[config.mk]
export PLATFORM = sky130hd
export DESIGN_NAME = biphase_rx
export DESIGN_NICKNAME = d
export VERILOG_FILES = /design/src/rtl/bmr_pkg.sv /design/src/rtl/bmr_edge_sync.sv /design/src/rtl/bmr_interval.sv /design/src/rtl/bmr_frame.sv /design/src/rtl/biphase_rx.sv
export SDC_FILE = /design/constraint.sdc
export NUM_CORES = 1
export LEC_CHECK = 0
export ABC_AREA = 1
export BUFFER_PORTS_ARGS = -buffer_cell sky130_fd_sc_hd__buf_4
export CAP_MARGIN = 40
export CELL_PAD_IN_SITES_DETAIL_PLACEMENT = 0
export CELL_PAD_IN_SITES_GLOBAL_PLACEMENT = 1
export CORE_ASPECT_RATIO = 1.4
export CORE_MARGIN = 10
export CORE_UTILIZATION = 44
export DETAILED_ROUTE_END_ITERATION = 8
export GPL_TIMING_DRIVEN = 1
export PLACE_DENSITY_LB_ADDON = 0.1
export SLEW_MARGIN = 0
export SYNTH_ARGS = -nofsm -noshare
export SYNTH_HDL_FRONTEND = slang
export SYNTH_SLANG_ARGS = --single-unit
[constraint.sdc]
create_clock -name clk -period 2.74 [get_ports clk]
set_clock_uncertainty 0.05 [all_clocks]
set_input_delay 0.822 -clock clk [delete_from_list [all_inputs] [get_ports clk]]
set_output_delay 0.822 -clock clk [all_outputs]
set_load 0.005 [all_outputs]
[src/rtl/bmr_pkg.sv]
package bmr_pkg;
    typedef enum logic [1:0] {
        ST_IDLE  = 2'd0,
        ST_HUNT  = 2'd1,
        ST_BOUND = 2'd2,
        ST_MID   = 2'd3
    } rx_state_t;
endpackage

[src/rtl/bmr_edge_sync.sv]
module bmr_edge_sync #(
    parameter int STAGES = 2
) (
    input  logic clk,
    input  logic rst_n,
    input  logic line_in,
    output logic edge_o
);
    logic [STAGES:0] chain;

    always_ff @(posedge clk or negedge rst_n) begin
        if (!rst_n) chain <= '0;
        else        chain <= {chain[STAGES-1:0], line_in};
    end

    assign edge_o = chain[STAGES] ^ chain[STAGES-1];
endmodule

[src/rtl/bmr_interval.sv]
module bmr_interval #(
    parameter int HALF = 8,
    parameter int TOL  = 2
) (
    input  logic clk,
    input  logic rst_n,
    input  logic restart,
    output logic is_half,
    output logic is_full,
    output logic beyond_half,
    output logic overdue
);
    localparam int CW = $clog2(2 * HALF + TOL + 2);
    localparam logic [CW-1:0] HALF_LO = CW'(HALF - TOL);
    localparam logic [CW-1:0] HALF_HI = CW'(HALF + TOL);
    localparam logic [CW-1:0] FULL_LO = CW'(2 * HALF - TOL);
    localparam logic [CW-1:0] FULL_HI = CW'(2 * HALF + TOL);

    logic [CW-1:0] cnt;

    always_ff @(posedge clk or negedge rst_n) begin
        if (!rst_n)          cnt <= '0;
        else if (restart)    cnt <= CW'(1);
        else if (~&cnt)      cnt <= cnt + 1'b1;
    end

    assign is_half     = (cnt >= HALF_LO) && (cnt <= HALF_HI);
    assign is_full     = (cnt >= FULL_LO) && (cnt <= FULL_HI);
    assign beyond_half = cnt > HALF_HI;
    assign overdue     = cnt > FULL_HI;
endmodule

[src/rtl/bmr_frame.sv]
module bmr_frame #(
    parameter int ADDR_W = 5,
    parameter int DATA_W = 8
) (
    input  logic              clk,
    input  logic              rst_n,
    input  logic              clear,
    input  logic              bit_stb,
    input  logic              bit_val,
    input  logic [ADDR_W-1:0] own_addr,
    output logic              at_start,
    output logic              at_last,
    output logic              tx_start,
    output logic              rx_load,
    output logic [DATA_W-1:0] rx_byte
);
    localparam int NBITS = ADDR_W + DATA_W + 3;
    localparam int IW    = $clog2(NBITS + 1);
    localparam logic [IW-1:0] P_FLAG  = IW'(ADDR_W + 1);
    localparam logic [IW-1:0] P_PAR_S = IW'(ADDR_W + 2);
    localparam logic [IW-1:0] P_PAR_L = IW'(ADDR_W + DATA_W + 2);

    logic [IW-1:0]     idx;
    logic              flag_q, par_q;
    logic [ADDR_W-1:0] addr_q;
    logic [DATA_W-1:0] data_q;
    logic              in_addr, in_data, accept;

    assign at_start = idx == '0;
    assign at_last  = idx == (flag_q ? P_PAR_L : P_PAR_S);
    assign in_addr  = (idx != '0) && (idx < P_FLAG);
    assign in_data  = flag_q && (idx >= P_PAR_S) && (idx < P_PAR_L);
    assign accept   = !(par_q ^ bit_val) && (addr_q == own_addr);

    always_ff @(posedge clk or negedge rst_n) begin
        if (!rst_n) begin
            idx <= '0; flag_q <= 1'b0; par_q <= 1'b0;
            addr_q <= '0; data_q <= '0;
            tx_start <= 1'b0; rx_load <= 1'b0; rx_byte <= '0;
        end else begin
            tx_start <= 1'b0;
            rx_load  <= 1'b0;
            if (clear) begin
                idx <= '0; flag_q <= 1'b0; par_q <= 1'b0;
            end else if (bit_stb) begin
                if (at_last) begin
                    idx <= '0; flag_q <= 1'b0; par_q <= 1'b0;
                    if (accept) begin
                        tx_start <= 1'b1;
                        if (flag_q) begin
                            rx_load <= 1'b1;
                            rx_byte <= data_q;
                        end
                    end
                end else begin
                    idx <= idx + 1'b1;
                    if (!at_start)     par_q  <= par_q ^ bit_val;
                    if (in_addr)       addr_q <= {addr_q[ADDR_W-2:0], bit_val};
                    if (idx == P_FLAG) flag_q <= bit_val;
                    if (in_data)       data_q <= {data_q[DATA_W-2:0], bit_val};
                end
            end
        end
    end

    assert_load_implies_reply_R8: assert property (@(posedge clk) disable iff (!rst_n)
        rx_load |-> tx_start);
    assert_byte_held_R8: assert property (@(posedge clk) disable iff (!rst_n)
        !rx_load |-> $stable(rx_byte));
    assert_reply_follows_bit_R7: assert property (@(posedge clk) disable iff (!rst_n)
        tx_start |-> $past(bit_stb));
endmodule

[src/rtl/biphase_rx.sv]
module biphase_rx
    import bmr_pkg::*;
#(
    parameter int HALF_CLKS = 8,
    parameter int TOL       = 2,
    parameter int SYNC      = 2,
    parameter int ADDR_W    = 5,
    parameter int DATA_W    = 8
) (
    input  logic              clk,
    input  logic              rst_n,
    input  logic              enable,
    input  logic [ADDR_W-1:0] own_addr,
    input  logic              line_in,
    output logic              bit_clk,
    output logic              bit_value,
    output logic              abort,
    output logic              tx_start,
    output logic              rx_load,
    output logic [DATA_W-1:0] rx_byte
);
    rx_state_t state, nxt;
    logic edge_w, is_half, is_full, beyond_half, overdue;
    logic at_start, at_last;
    logic bit_done, err, good_bit, bad_flag, bit_q;

    bmr_edge_sync #(.STAGES(SYNC)) u_sync (
        .clk(clk), .rst_n(rst_n), .line_in(line_in), .edge_o(edge_w));

    bmr_interval #(.HALF(HALF_CLKS), .TOL(TOL)) u_gap (
        .clk(clk), .rst_n(rst_n), .restart(edge_w),
        .is_half(is_half), .is_full(is_full),
        .beyond_half(beyond_half), .overdue(overdue));

    always_comb begin
        nxt      = state;
        bit_done = 1'b0;
        err      = 1'b0;
        unique case (state)
            ST_IDLE:  if (enable) nxt = ST_HUNT;
            ST_HUNT:  if (edge_w) nxt = ST_BOUND;
            ST_BOUND: begin
                if (edge_w) begin
                    if (is_half)      nxt = ST_MID;
                    else if (is_full) bit_done = 1'b1;
                    else              err = 1'b1;
                end else if (overdue) err = 1'b1;
            end
            ST_MID: begin
                if (edge_w) begin
                    if (is_half) bit_done = 1'b1;
                    else         err = 1'b1;
                end else if (beyond_half) err = 1'b1;
            end
        endcase
        bad_flag = bit_done && at_start && !bit_q;
        good_bit = bit_done && !bad_flag;
        if (good_bit) nxt = at_last ? ST_HUNT : ST_BOUND;
        if (bad_flag) err = 1'b1;
        if (err)      nxt = ST_HUNT;
        if (!enable) begin
            nxt      = ST_IDLE;
            good_bit = 1'b0;
            err      = 1'b0;
        end
    end

    always_ff @(posedge clk or negedge rst_n) begin
        if (!rst_n) state <= ST_IDLE;
        else        state <= nxt;
    end

    always_ff @(posedge clk or negedge rst_n) begin
        if (!rst_n)
            bit_q <= 1'b1;
        else if (edge_w && enable && (state == ST_HUNT || good_bit))
            bit_q <= 1'b1;
        else if (state == ST_BOUND && beyond_half)
            bit_q <= 1'b0;
    end

    assign bit_clk   = good_bit;
    assign bit_value = bit_q;
    assign abort     = err;

    bmr_frame #(.ADDR_W(ADDR_W), .DATA_W(DATA_W)) u_frame (
        .clk(clk), .rst_n(rst_n),
        .clear(state == ST_IDLE || state == ST_HUNT || err),
        .bit_stb(good_bit), .bit_val(bit_q), .own_addr(own_addr),
        .at_start(at_start), .at_last(at_last),
        .tx_start(tx_start), .rx_load(rx_load), .rx_byte(rx_byte));

    assert_abort_rehunts_R4: assert property (@(posedge clk) disable iff (!rst_n)
        abort |=> (state == ST_HUNT || state == ST_IDLE));
    assert_disabled_quiet_R11: assert property (@(posedge clk) disable iff (!rst_n)
        !enable |=> !bit_clk);
    assert_bit_ends_one_R3: assert property (@(posedge clk) disable iff (!rst_n)
        (bit_clk && state == ST_MID) |-> bit_value);
    assert_no_bit_and_abort_R6: assert property (@(posedge clk) disable iff (!rst_n)
        !(bit_clk && abort));
endmodule

==> impl_metrics.toml <==
[synth]
synth.area.top_cells = "dfrtp_1 43%, nand2_1 12%, nand3_1 6.7%"
synth_top_area_share_pct = 43.1
netlist.top_cell.by_area = "dfrtp_1"
syn-instance-count = 286
avgSynthCellArea_um2 = 8.12
synth_seq_cells = 41
syn_nets = 306
synth.cell_area_um2 = 2320
yosysSeqAreaShare_pct = 44.2
synth_edf_count = 0
ys.flop_type = "dfrtp_1"
yosys.area_share.adder_pct = 5.93
muxShareOfSynthArea_pct = 0
ys_warn_count = 0
ys_types = 32
synth_xor_area_share_pct = 2.26
synth_top_family_by_area = "simple AND/OR/NAND/NOR gates"
synthArstFlopShare_pct = 100
yosys.area_share.simple_pct = 31.7
synth-compound-area-share_pct = 8.57

[pwr]
leakagePower_nw = 1.44
clkPwrFrac_pct = 31.7
p_total_mw = 1.85
power_density_nw_per_um2 = 642
internal_power_mw = 1.22
swShare_pct = 33.9
comb_power_share_pct = 29.8
vdd_drop_max_v = 0.000405
switchingPower_mw = 0.627
power_frac_seq_pct = 38.4

[sta]
setup_viol = 0
worst-slew-pin-transition_ns = 0.512
min_period_ns = 2.72
finalSetupTns_ns = 0
rsz0062_at_grt = "true"
final-max-slew-violation-count = 0
fmax_mhz = 368
postLayoutSetupSlackWorst_ns = 0.0239
hold_viol = 0
relSlewSlack_pct = 65.7
timing.final.crit_share_pct = 99.1

[global_routing]
grt_pass1_wl_um = 8560
antenna_found_initial = 0
grt_max_degree = 42
grt_overflow = 0
grt_pass1_vias = 1933
grtUsageTotal_pct = 12.1

[setup_path]
cp-endpoint = "abort"
reg2reg_to = "u_frame.rx_byte[3]"
start_kind = "register"
end_kind = "output port"
arrival_ns = 1.84
r2r_cells = 15
timing.rr.start = "u_gap.cnt[0]"
path_class = "register to output port"
r2r_slack_ns = 0.43
crit_required_ns = 1.87
cp-startpoint = "u_gap.cnt[0]"
crit_fanout = 4

[detailed_routing]
drt-vias-per-instance = 4.97
vias = 1953
wl_um = 5050
dr.first_iter.drc_count = 78
drc = 0
wire_per_inst_um = 12.8
dr.pass1.iters = 4
ant_nets = 0

[cts]
cts_root_buffer = "clkbuf_8"
cts_sinks = 41
worstSkewPairLatency_ns = 0.29
cts_tree = "yes"
ctsHoldBuffers = 0
htree_levels = 2
cts_max_path_buffers = 2
clkTransAtPathRegs_ns = 0.08
numCtsBuffers = 5

[floorplan]
row_count = 31
io_pins = 22
die_w_um = 81.4
coreArea_um2 = 5160
die_area_um2 = 8630
initial_utilization_pct = 45.0
die_h_um = 106

[worst_hold_path]
hp-class = "register to register"

[job]
drv_cap = 0

[cells_and_area]
multi_input_area_um2 = 1210
syn2layout_area_growth_pct = 24.1
n_antenna_cell = 0
drive_above_1_share_pct = 24.8
finalInstanceArea_um2 = 2880
finalNetCount = 346
register_area_um2 = 1030
n_fill_cell = 505
fin_cells = 393

[run_status]
status = "finished clean"

[place]
port-buffer-count = 21
pre_cts_ws_ns = 0.280
gp_congestion = 0.841
dp.cells = 375
dpl_cell_area_um2 = 2570
hpwlAfterDp_um = 3710
==> critical path, stage by stage, from the launching register on <==
cell and delay [ns]:
dfrtp_1 0.42, buf_6 0.13, nand2_2 0.05, nand2_2 0.05, nand2_2 0.08, nand4_1 0.18, nand2_4 0.16, nor2_4 0.05
nor2_4 0.13, nand2_4 0.07, nand2_4 0.09, inv_2 0.04, buf_6 0.10
==> flip-flops by register name, summed over array words and instances, names as in the netlist <==
register          flops
u_frame.rx_byte       8
u_frame.data_q        8
u_frame.rx_load       1
u_gap.cnt             5
bit_value             1
u_sync.chain          3
u_frame.par_q         1
u_frame.addr_q        5
state                 2
u_frame.idx           5
u_frame.flag_q        1
u_frame.tx_start      1
==> power groups by stage <==
| stage | Sequential (mW) | Clock, mW | Combinational [mW] |
|---|---|---|---|
| after global placement | 0.719 | 0 | 0.486 |
| after detailed placement | 0.720 | 0 | 0.481 |
| final | 0.712 | 0.587 | 0.552 |
| after global routing | 0.720 | 0.630 | 0.620 |
| after CTS | 0.707 | 0.606 | 0.487 |
| after floorplan | 0.691 | 0 | 0.384 |
==> kinds of logic after synthesis <==
kind of cell / Yosys count
AND/OR/NAND/NOR: 154
XOR/XNOR: 6
flip-flops: 41
adder cells (fa/ha/maj): 11
AO/OA/AOI/OAI: 33
buffers and inverters: 41
==> worst min-delay path by stage <==
stage | startpoint | to | slack, ns | depth (start not counted)
detailed placement | u_sync.chain[0] | u_sync.chain[1] | 0.29 | 0
global route | u_sync.chain[0] | u_sync.chain[1] | 0.31 | 0
global placement | u_sync.chain[0] | u_sync.chain[1] | 0.29 | 0
finish | u_sync.chain[0] | u_sync.chain[1] | 0.31 | 0
CTS | u_sync.chain[0] | u_sync.chain[1] | 0.31 | 0
floorplan | u_sync.chain[0] | u_sync.chain[1] | 0.28 | 0
==> stage by stage <==
stage	utilization [%]	hold WS (ns)
2_1_floorplan	-	0.281
3_5_place_dp	49.9	0.290
4_1_cts	52.8	0.311
6_report	55.9	0.308
5_1_grt	55.9	0.314
3_3_place_gp	49.9	0.286
==> layout make-up <==
type | count | area share [%]
clock buffer | 5 | 2.39
clock inverter | 3 | 2.39
inverter | 38 | 4.95
multi-input combinational | 204 | 41.9
sequential | 41 | 35.7
tap | 66 | 2.87
timing repair buffer | 36 | 9.77
==> synthesized netlist by cell type, types with 2 or more instances <==
cell type / number
a21oi_1: 7
a31oi_1: 2
buf_6: 2
dfrtp_1: 40
ha_1: 11
inv_1: 35
inv_2: 2
nand2_1: 72
nand2_2: 5
nand2_4: 2
nand3_1: 31
nand4_1: 4
nor2_1: 23
nor2_2: 2
nor2_4: 3
nor3_1: 5
o21ai_0: 11
o21bai_1: 8
o22ai_1: 2
or2_2: 3
xnor2_1: 4
xor2_1: 2
==> cell usage in the layout, fill, tap and decap left out, drive strengths merged, types with 2 or more instances in the layout <==
cell,synthesis,layout
a21oi,7,7
a31oi,2,2
buf,3,36
bufinv,0,2
clkbuf,0,5
dfrtp,40,40
ha,11,11
inv,37,38
nand2,79,79
nand3,31,31
nand4,5,5
nor2,29,29
nor3,5,5
o21ai,11,11
o21bai,8,8
o22ai,2,2
or2,3,3
xnor2,4,4
xor2,2,2
==> per-layer routing <==
layer / global-route usage, % / vias up / part of all wire [%]
met5: 0 / - / 0
met4: 4.22 / 0 / 1.4
met3: 2.36 / 6 / 1.9
met2: 21.5 / 16 / 55
met1: 13.8 / 930 / 42
li1: - / 1001 / -
==> repair_timing <==
item | in CTS | in global routing
buffers inserted | 1 | 9
hold endpoints to repair | 0 | 0
setup endpoints to repair | 1 | 2
gates resized for setup | 2 | 27
pin swaps | 0 | 10
Note: power is estimated with default switching activity, not from simulation.
